**src/rtl/irq_pkg.sv**
```systemverilog
package irq_pkg;

   typedef enum logic [1:0] {
      IM_ZERO = 2'd0,
      IM_ONE  = 2'd1,
      IM_TWO  = 2'd2
   } im_mode_e;

   localparam int unsigned ACK_BASE_CYCLES = 3;
   localparam int unsigned ACK_FIRST_WAIT  = 2;

   function automatic logic im_sel_legal(input logic [1:0] sel);
      return sel != 2'd3;
   endfunction

endpackage

```
**src/rtl/irq_nmi_latch.sv**
```systemverilog
module irq_nmi_latch (
   input  logic clk,
   input  logic rst_n,
   input  logic nmi_n,
   input  logic clear,
   output logic pending
);
   logic nmi_q;
   logic fall;

   assign fall = nmi_q & ~nmi_n;

   always_ff @(posedge clk) begin
      if (!rst_n) begin
         nmi_q   <= 1'b1;
         pending <= 1'b0;
      end else begin
         nmi_q   <= nmi_n;
         pending <= (pending & ~clear) | fall;
      end
   end
endmodule

```
**src/rtl/irq_enable_regs.sv**
```systemverilog
module irq_enable_regs
   import irq_pkg::*;
(
   input  logic       clk,
   input  logic       rst_n,
   input  logic       ev_ei,
   input  logic       ev_di,
   input  logic       ev_retn,
   input  logic       ev_reti,
   input  logic       ev_im,
   input  logic [1:0] im_sel,
   input  logic       ev_ld_air,
   input  logic       take_nmi,
   input  logic       take_int,
   output logic       iff1,
   output logic       iff2,
   output im_mode_e   im_mode,
   output logic       pv_flag
);
   logic ins1, ins2;
   logic nxt1, nxt2;

   // effect of the completing instruction first
   always_comb begin
      ins1 = iff1;
      ins2 = iff2;
      if (ev_ei) begin
         ins1 = 1'b1;
         ins2 = 1'b1;
      end else if (ev_di) begin
         ins1 = 1'b0;
         ins2 = 1'b0;
      end else if (ev_retn) begin
         ins1 = iff2;
      end else if (ev_reti) begin
         ins1 = iff1;
         ins2 = iff2;
      end
   end

   // then the effect of the interrupt taken at that boundary
   always_comb begin
      nxt1 = ins1;
      nxt2 = ins2;
      if (take_int) begin
         nxt1 = 1'b0;
         nxt2 = 1'b0;
      end else if (take_nmi) begin
         nxt1 = 1'b0;
         nxt2 = ins1;
      end
   end

   always_ff @(posedge clk) begin
      if (!rst_n) begin
         iff1    <= 1'b0;
         iff2    <= 1'b0;
         im_mode <= IM_ZERO;
         pv_flag <= 1'b0;
      end else begin
         iff1 <= nxt1;
         iff2 <= nxt2;
         if (ev_im && im_sel_legal(im_sel))
            im_mode <= im_mode_e'(im_sel);
         if (ev_ld_air)
            pv_flag <= iff2;
      end
   end
endmodule

```
**src/rtl/irq_ack_seq.sv**
```systemverilog
module irq_ack_seq #(
   parameter int unsigned DATA_W    = 8,
   parameter int unsigned ACK_WAITS = 2
) (
   input  logic              clk,
   input  logic              rst_n,
   input  logic              start,
   input  logic [DATA_W-1:0] bus_byte,
   output logic              active,
   output logic              wait_cyc,
   output logic              done,
   output logic [DATA_W-1:0] captured
);
   localparam int unsigned ACK_LEN = irq_pkg::ACK_BASE_CYCLES + ACK_WAITS;
   localparam int unsigned CNT_W   = $clog2(ACK_LEN + 1);
   localparam logic [CNT_W-1:0] LAST = CNT_W'(ACK_LEN - 1);

   logic [CNT_W-1:0] cnt;

   always_ff @(posedge clk) begin
      if (!rst_n) begin
         active   <= 1'b0;
         done     <= 1'b0;
         cnt      <= '0;
         captured <= '0;
      end else begin
         done <= 1'b0;
         if (start && !active) begin
            active <= 1'b1;
            cnt    <= '0;
         end else if (active) begin
            if (cnt == LAST) begin
               active   <= 1'b0;
               done     <= 1'b1;
               captured <= bus_byte;
            end else begin
               cnt <= cnt + 1'b1;
            end
         end
      end
   end

   generate
      if (ACK_WAITS > 0) begin : g_waits
         localparam logic [CNT_W-1:0] W_LO = CNT_W'(irq_pkg::ACK_FIRST_WAIT);
         localparam logic [CNT_W-1:0] W_HI = CNT_W'(irq_pkg::ACK_FIRST_WAIT + ACK_WAITS);
         assign wait_cyc = active && (cnt >= W_LO) && (cnt < W_HI);
      end else begin : g_no_waits
         assign wait_cyc = 1'b0;
      end
   endgenerate
endmodule

```
**src/rtl/irq_vector_gen.sv**
```systemverilog
module irq_vector_gen
   import irq_pkg::*;
#(
   parameter int unsigned       DATA_W  = 8,
   parameter int unsigned       ADDR_W  = 16,
   parameter logic [ADDR_W-1:0] NMI_VEC = 16'h0066,
   parameter logic [ADDR_W-1:0] IM1_VEC = 16'h0038
) (
   input  logic              is_nmi,
   input  im_mode_e          mode,
   input  logic [DATA_W-1:0] dev_byte,
   input  logic [DATA_W-1:0] page,
   output logic [ADDR_W-1:0] addr,
   output logic              table_ref
);
   localparam int unsigned SLOT_SHIFT = 3;

   always_comb begin
      table_ref = 1'b0;
      addr      = '0;
      if (is_nmi) begin
         addr = NMI_VEC;
      end else begin
         unique case (mode)
            IM_ONE: addr = IM1_VEC;
            IM_TWO: begin
               addr      = {page, dev_byte[DATA_W-1:1], 1'b0};
               table_ref = 1'b1;
            end
            default: addr = ADDR_W'({dev_byte[5:3], {SLOT_SHIFT{1'b0}}});
         endcase
      end
   end
endmodule

```
**src/rtl/cpu_irq_unit.sv**
```systemverilog
module cpu_irq_unit
   import irq_pkg::*;
#(
   parameter int unsigned       DATA_W    = 8,
   parameter int unsigned       ADDR_W    = 16,
   parameter int unsigned       ACK_WAITS = 2,
   parameter logic [ADDR_W-1:0] NMI_VEC   = 16'h0066,
   parameter logic [ADDR_W-1:0] IM1_VEC   = 16'h0038
) (
   input  logic              clk,
   input  logic              rst_n,
   input  logic              int_n,
   input  logic              nmi_n,
   input  logic              busrq_n,
   input  logic              instr_end,
   input  logic              ev_ei,
   input  logic              ev_di,
   input  logic              ev_retn,
   input  logic              ev_reti,
   input  logic              ev_im,
   input  logic [1:0]        im_sel,
   input  logic              ev_ld_air,
   input  logic [DATA_W-1:0] i_reg,
   input  logic [DATA_W-1:0] ack_data,
   output logic              iack_n,
   output logic              ack_wait,
   output logic              bus_yield,
   output logic              vec_valid,
   output logic              vec_nmi,
   output logic              vec_table,
   output logic [ADDR_W-1:0] vec_addr,
   output logic              iff1,
   output logic              iff2,
   output logic [1:0]        im_mode,
   output logic              pv_flag
);
   generate
      if (ADDR_W != 2 * DATA_W) begin : g_bad_width
         $error("cpu_irq_unit: ADDR_W must be twice DATA_W");
      end
      if (DATA_W < 6) begin : g_bad_data
         $error("cpu_irq_unit: DATA_W must hold a restart opcode");
      end
   endgenerate

   logic     nmi_pend;
   logic     ack_busy;
   logic     ack_done;
   logic     boundary;
   logic     take_nmi;
   logic     take_int;
   logic     nmi_take_q;
   im_mode_e mode_q;
   logic [DATA_W-1:0] cap_byte;

   assign boundary = instr_end & ~ack_busy;
   assign take_nmi = boundary & busrq_n & nmi_pend;
   assign take_int = boundary & busrq_n & ~nmi_pend & ~int_n
                   & iff1 & ~ev_ei & ~ev_di;

   irq_nmi_latch u_nmi (
      .clk     (clk),
      .rst_n   (rst_n),
      .nmi_n   (nmi_n),
      .clear   (take_nmi),
      .pending (nmi_pend)
   );

   irq_enable_regs u_en (
      .clk       (clk),
      .rst_n     (rst_n),
      .ev_ei     (ev_ei),
      .ev_di     (ev_di),
      .ev_retn   (ev_retn),
      .ev_reti   (ev_reti),
      .ev_im     (ev_im),
      .im_sel    (im_sel),
      .ev_ld_air (ev_ld_air),
      .take_nmi  (take_nmi),
      .take_int  (take_int),
      .iff1      (iff1),
      .iff2      (iff2),
      .im_mode   (mode_q),
      .pv_flag   (pv_flag)
   );

   irq_ack_seq #(.DATA_W(DATA_W), .ACK_WAITS(ACK_WAITS)) u_ack (
      .clk      (clk),
      .rst_n    (rst_n),
      .start    (take_int),
      .bus_byte (ack_data),
      .active   (ack_busy),
      .wait_cyc (ack_wait),
      .done     (ack_done),
      .captured (cap_byte)
   );

   irq_vector_gen #(
      .DATA_W (DATA_W), .ADDR_W (ADDR_W),
      .NMI_VEC(NMI_VEC), .IM1_VEC(IM1_VEC)
   ) u_vec (
      .is_nmi    (nmi_take_q),
      .mode      (mode_q),
      .dev_byte  (cap_byte),
      .page      (i_reg),
      .addr      (vec_addr),
      .table_ref (vec_table)
   );

   always_ff @(posedge clk) begin
      if (!rst_n) begin
         nmi_take_q <= 1'b0;
         bus_yield  <= 1'b0;
      end else begin
         nmi_take_q <= take_nmi;
         bus_yield  <= boundary & ~busrq_n;
      end
   end

   assign iack_n    = ~ack_busy;
   assign vec_valid = nmi_take_q | ack_done;
   assign vec_nmi   = nmi_take_q;
   assign im_mode   = mode_q;
endmodule

```
**config.mk**
```make
export PLATFORM = sky130hd
export DESIGN_NAME = cpu_irq_unit
export DESIGN_NICKNAME = d
export VERILOG_FILES = /design/src/rtl/irq_pkg.sv /design/src/rtl/irq_nmi_latch.sv /design/src/rtl/irq_enable_regs.sv /design/src/rtl/irq_ack_seq.sv /design/src/rtl/irq_vector_gen.sv /design/src/rtl/cpu_irq_unit.sv
export SDC_FILE = /design/constraint.sdc
export NUM_CORES = 1
export LEC_CHECK = 0
export BUFFER_PORTS_ARGS = -buffer_cell sky130_fd_sc_hd__clkbuf_2
export CORE_ASPECT_RATIO = 1.1
export CORE_MARGIN = 5
export CORE_UTILIZATION = 46
export DETAILED_ROUTE_END_ITERATION = 7
export HOLD_SLACK_MARGIN = 0.03
export PLACE_DENSITY = 0.82
export SYNTH_ARGS = -nofsm -noshare
export SYNTH_HDL_FRONTEND = slang
export SYNTH_SLANG_ARGS = --single-unit
```
**constraint.sdc**
```tcl
create_clock -name clk -period 2.7 [get_ports clk]
set_input_delay 0.54 -clock clk [delete_from_list [all_inputs] [get_ports clk]]
set_output_delay 0.54 -clock clk [all_outputs]
set_load 0.02 [all_outputs]
```
* After elaboration in Yosys (flattened, before gate mapping)
Cells that the tools add are included.
Operators by class: $add $sub $neg 1, $lt $le $gt $ge 2, eq/ne operators 4, mux-type cells 14, bitwise logic cells 24, reduce and logical (&&, ||, !) cells 12
Operators by type and width (number):
- 16-bit one-hot mux with 2 select lines | 1
- 16-bit two-way mux | 1
- 1-bit two-way mux | 12
- 1-bit AND | 11
- 1-bit NOT | 11
- 3-bit OR reduction | 2
- 1-bit logical AND | 4
- 2-bit OR reduction | 2
- 3-bit by 1-bit adder with 3-bit output (second input constant) | 1
- 3-bit == test (second input constant) | 1
- 3-bit by 2-bit >= comparator with 1-bit output (second input constant) | 1
- 3-bit < comparator (second input constant) | 1
- 3-bit AND reduction | 1
- 3-bit nonzero test | 1
- 2-bit by 1-bit == test with 1-bit output (second input constant) | 1
- 2-bit == test (second input constant) | 1
- 2-bit inequality test (second input constant) | 1
- 1-bit OR | 2
- 2-bit AND reduction | 1
- 1-bit logical NOT | 1
Storage, ports and cells: bits in registers 22, bits of input ports 30, output and inout bits 27, logic and storage cells 69

* Depth between registers and ports, before layout
depth after elaboration 11, mapped depth 5, gate-level depth less buffers 5

* Hierarchy
From an unflattened synthesis, not the netlist that was laid out.
Unflattened totals: cell total of the unflattened synthesis 123, area total of the unflattened synthesis 1167.4 µm²
By module, submodules not included:
- irq_ack_seq | instances 1, cells an instance 61, area each 586.8 µm², seq. area each 260.2 µm²
- irq_enable_regs | instances 1, cells an instance 19, area each 206.4 µm², seq. area each 100.1 µm²
- irq_vector_gen | instances 1, cells an instance 27, area each 196.4 µm², seq. area each 0.0 µm²
- cpu_irq_unit | instances 1, cells an instance 10, area each 107.6 µm², seq. area each 40.0 µm²
- irq_nmi_latch | instances 1, cells an instance 6, area each 70.1 µm², seq. area each 40.0 µm²

* Worst setup path after synthesis
Ideal clock, no wire load.
kind flip-flop to output port, start point reg u_en.im_mode[1], end point out vec_addr[10], data arrival time 1505 ps, data required time 2160 ps, slack 655 ps, cell stages (with the launch flop) 5, buffers on the path 1, cell sequence dfxtp_1 -> ha_1 -> nor2b_1 -> clkbuf_1 -> and2_1
On the way: word-level cells in the longest chain between the ends 3, elaborated cells on any way between the ends 4, those cells by class 2 x eq/ne; 2 x mux
Ends and longest elaborated chain:
- from (decl) | RTL line irq_enable_regs.sv:17 | output im_mode_e im_mode,
- from (signal assigned) | RTL line irq_enable_regs.sv:64 | im_mode <= im_mode_e'(im_sel);
- 2-bit == test / 2-bit by 1-bit == test with 1-bit output (equally long branches) | RTL line irq_vector_gen.sv:24 | unique case (mode)
- 16-bit one-hot mux with 2 select lines * | RTL line irq_vector_gen.sv:24
- 16-bit two-way mux * | RTL line irq_vector_gen.sv:21 | if (is_nmi) begin
- to (decl) | RTL line cpu_irq_unit.sv:31 | output logic [ADDR_W-1:0] vec_addr,
Mark *: on every way between the ends. The rest lies on a longest branch, timed or not.

* Final worst setup path
start point reg u_en.im_mode[0], end point out vec_addr[9]
Same word-level chain as after synthesis.

==> out/metrics.cfg <==
[outcome]
status=completed

[finish]
syn2layout_area_growth_pct=31.4
fillers=190
n_antenna_cell=0
layout.nets=196
drive_gt1_frac=0.373
instances_no_fill=189

[synthesis]
synth.cells.most_frequent=21 x dfxtp_1, 13 x nor2_1, 10 x mux2i_1
postSynth.asyncResetShare=0
synth_top_area_frac=0.422
syn-cell-area_um2=996
synth_warnings=0
yosys_register_bits=21
yosysMostFrequentCell=dfxtp_1
ys_types=32
syn_area_per_cell_um2=9.31
yosysSeqAreaShare=0.422
synth-edff-count=0
synth-main-ff-cell=dfxtp_1
ys_top_cells_by_area=dfxtp_1 42%, mux2i_1 10%, and2_1 5.7%, ha_1 5.0%, nor2_1 4.9%
synth_top_area_cell=dfxtp_1
syn_inst=107
synth_fp_nets=141

[detailed_routing]
viasPerCell=4.84
drt_pre_antenna_iters=4
num_vias=914
drt-initial-drc-count=20
drcViolationCount=0
routed_wl_mm=2.35
postRouteAntennaNets=0
wl_per_cell_um=12.4

[die]
start_util=0.488
dieHeight_um=58.8
die_x_um=54.4
core-area_um2=2040
rows=17
io_pins=57
die-area_um2=3200

[timing]
slew_headroom=0.657
hold_viol=0
worst_slew_pin_slew_ns=0.510
timing.fmax_mhz=432
min_period_ns=2.32
tns_ns=0
fin_skew_ns=0.00248
setup-violations-final=0
drv_slew=0
rsz0062_at_grt=no
finalCritPeriodShare=0.858

[worst_setup_path]
r2r_end=u_ack.cnt[1]
r2r-start=u_ack.cnt[0]
cp.arrival_ns=1.78
max_stage_delay_ns=0.42
cp.required_ns=2.16
rrSetupSlack_ns=1.18
crit_chain=inv_1 > ha_1 > nor2b_1 > and2_1 > clkbuf_2
cp-start-kind=register
end_kind=output pin
path_max_fanout=10
slowest_stage=nor2b_1
crit_type=reg2out
reg2reg_depth=5

[placement]
dp_cells=185
port_buffers=53
gp_routability_congestion=0.792
dp_hpwl_mm=1.97

[power_and_ir_drop]
power.density_nw_per_um2=428
p_leak_nw=0.721
ir_drop_v=0.000310

[clock_tree]
tritoncts=done
clock-root-buffer=clkbuf_4
post-cts-setup-buffers=0
clock_latency_ns=0.30
clk_path_buf_depth=2
cts_htree_levels=1
cts_hold_buf=0
clkSlewWorstSetupHoldPaths_ns=0.11
clock_sinks=21
cts_buffers=3
cts_resized=0

[worst_hold_path]
hp-class=in2reg
hold_path_depth=2
worstHoldEndpoint=bus_yield
min_from=busrq_n

[run]
maxCapViolCount=0

[global_route]
antenna_found_initial=0
grt_pass1_vias=906
grt_max_degree=14
grt_use_total=0.153
grt_overflow=0
grt_pass1_wl_mm=3.71

[power by group]
part	total [mW]	internal [mW]	switching [mW]
clock	0.149	0.0553	0.0939
sequential	0.323	0.317	0.00595
combinational	0.0883	0.0380	0.0503
[cells in the final DEF, fill, tap and decap left out, types with 2 or more instances in the layout]
cell / count
a21o_1: 3
a21oi_1: 5
and2_1: 9
clkbuf_2: 53
clkbuf_4: 3
dfxtp_1: 21
ha_1: 4
inv_1: 8
mux2i_1: 10
nand2b_1: 3
nand3b_1: 2
nor2_1: 13
nor2b_1: 3
nor3_1: 3
o21ai_0: 3
[layout make-up]
| type | instances | area, um2 | area share |
|---|---|---|---|
| clock buffer | 3 | 22.5 | 0.0172 |
| clock inverter | 1 | 5.00 | 0.00382 |
| inverter | 8 | 30.0 | 0.0229 |
| multi-input combinational | 75 | 531 | 0.405 |
| sequential | 21 | 420 | 0.321 |
| tap | 28 | 35.0 | 0.0268 |
| timing repair buffer | 53 | 265 | 0.203 |
[worst max path at each step]
stage	start	depth (start not counted)	slack [ns]	to
CTS	u_en.im_mode[0]	5	0.35	vec_addr[9]
floorplan	u_en.im_mode[1]	4	0.65	vec_addr[10]
global route	u_en.im_mode[1]	4	0.24	vec_addr[7]
finish	u_en.im_mode[0]	5	0.38	vec_addr[9]
global placement	u_en.im_mode[0]	5	0.76	vec_addr[8]
detailed placement	u_en.im_mode[0]	5	0.70	vec_addr[9]
[registers in the layout (all words and copies together) (netlist names)]
| signal | count |
|---|---|
| u_nmi.pending | 1 |
| u_en.pv_flag | 1 |
| u_en.im_mode | 2 |
| bus_yield | 1 |
| u_ack.cnt | 3 |
| u_ack.captured | 7 |
| u_ack.done | 1 |
| u_ack.active | 1 |
| vec_nmi | 1 |
| u_nmi.nmi_q | 1 |
| u_en.iff1 | 1 |
| u_en.iff2 | 1 |
[kinds of logic after synthesis]
logic type                 Yosys count  share of synthesized area
AOI/OAI and AO/OA                   18                      0.131
xor gates and xnor gates             1                    0.00880
adders and majority gates            4                     0.0503
buffers and inverters               11                     0.0452
DFF                                 21                      0.422
muxes                               10                      0.101
other                                1                    0.00377
and+or+nand+nor                     41                      0.239
[routing by layer]
layer	part of all wire	global-route usage	up-vias
met5	0	0	-
met4	0.011	0.0712	0
met3	0.095	0.0430	4
met2	0.51	0.282	34
met1	0.39	0.152	405
li1	-	-	471
[metrics by stage]
stage / util / total power, mW / setup WS [ns] / area [um2] / hold WS (ns)
finish: 0.641 / 0.561 / 0.383 / 1310 / 0.428
global placement: 0.627 / 0.416 / 0.765 / 1280 / 0.467
floorplan: - / 0.379 / 0.655 / 996 / 0.455
CTS: 0.641 / 0.567 / 0.350 / 1310 / 0.417
global route: 0.641 / 0.590 / 0.236 / 1310 / 0.414
detailed placement: 0.627 / 0.419 / 0.704 / 1280 / 0.477
[worst max-delay path: cells and delay by family, from the launching register on]
kind	cells	cell delay (ns)
fa+ha+maj	1	0.27
buf+inv	2	0.25
flops	1	0.34
simple gates	2	0.61
Note: power is estimated with default switching activity, not from simulation.
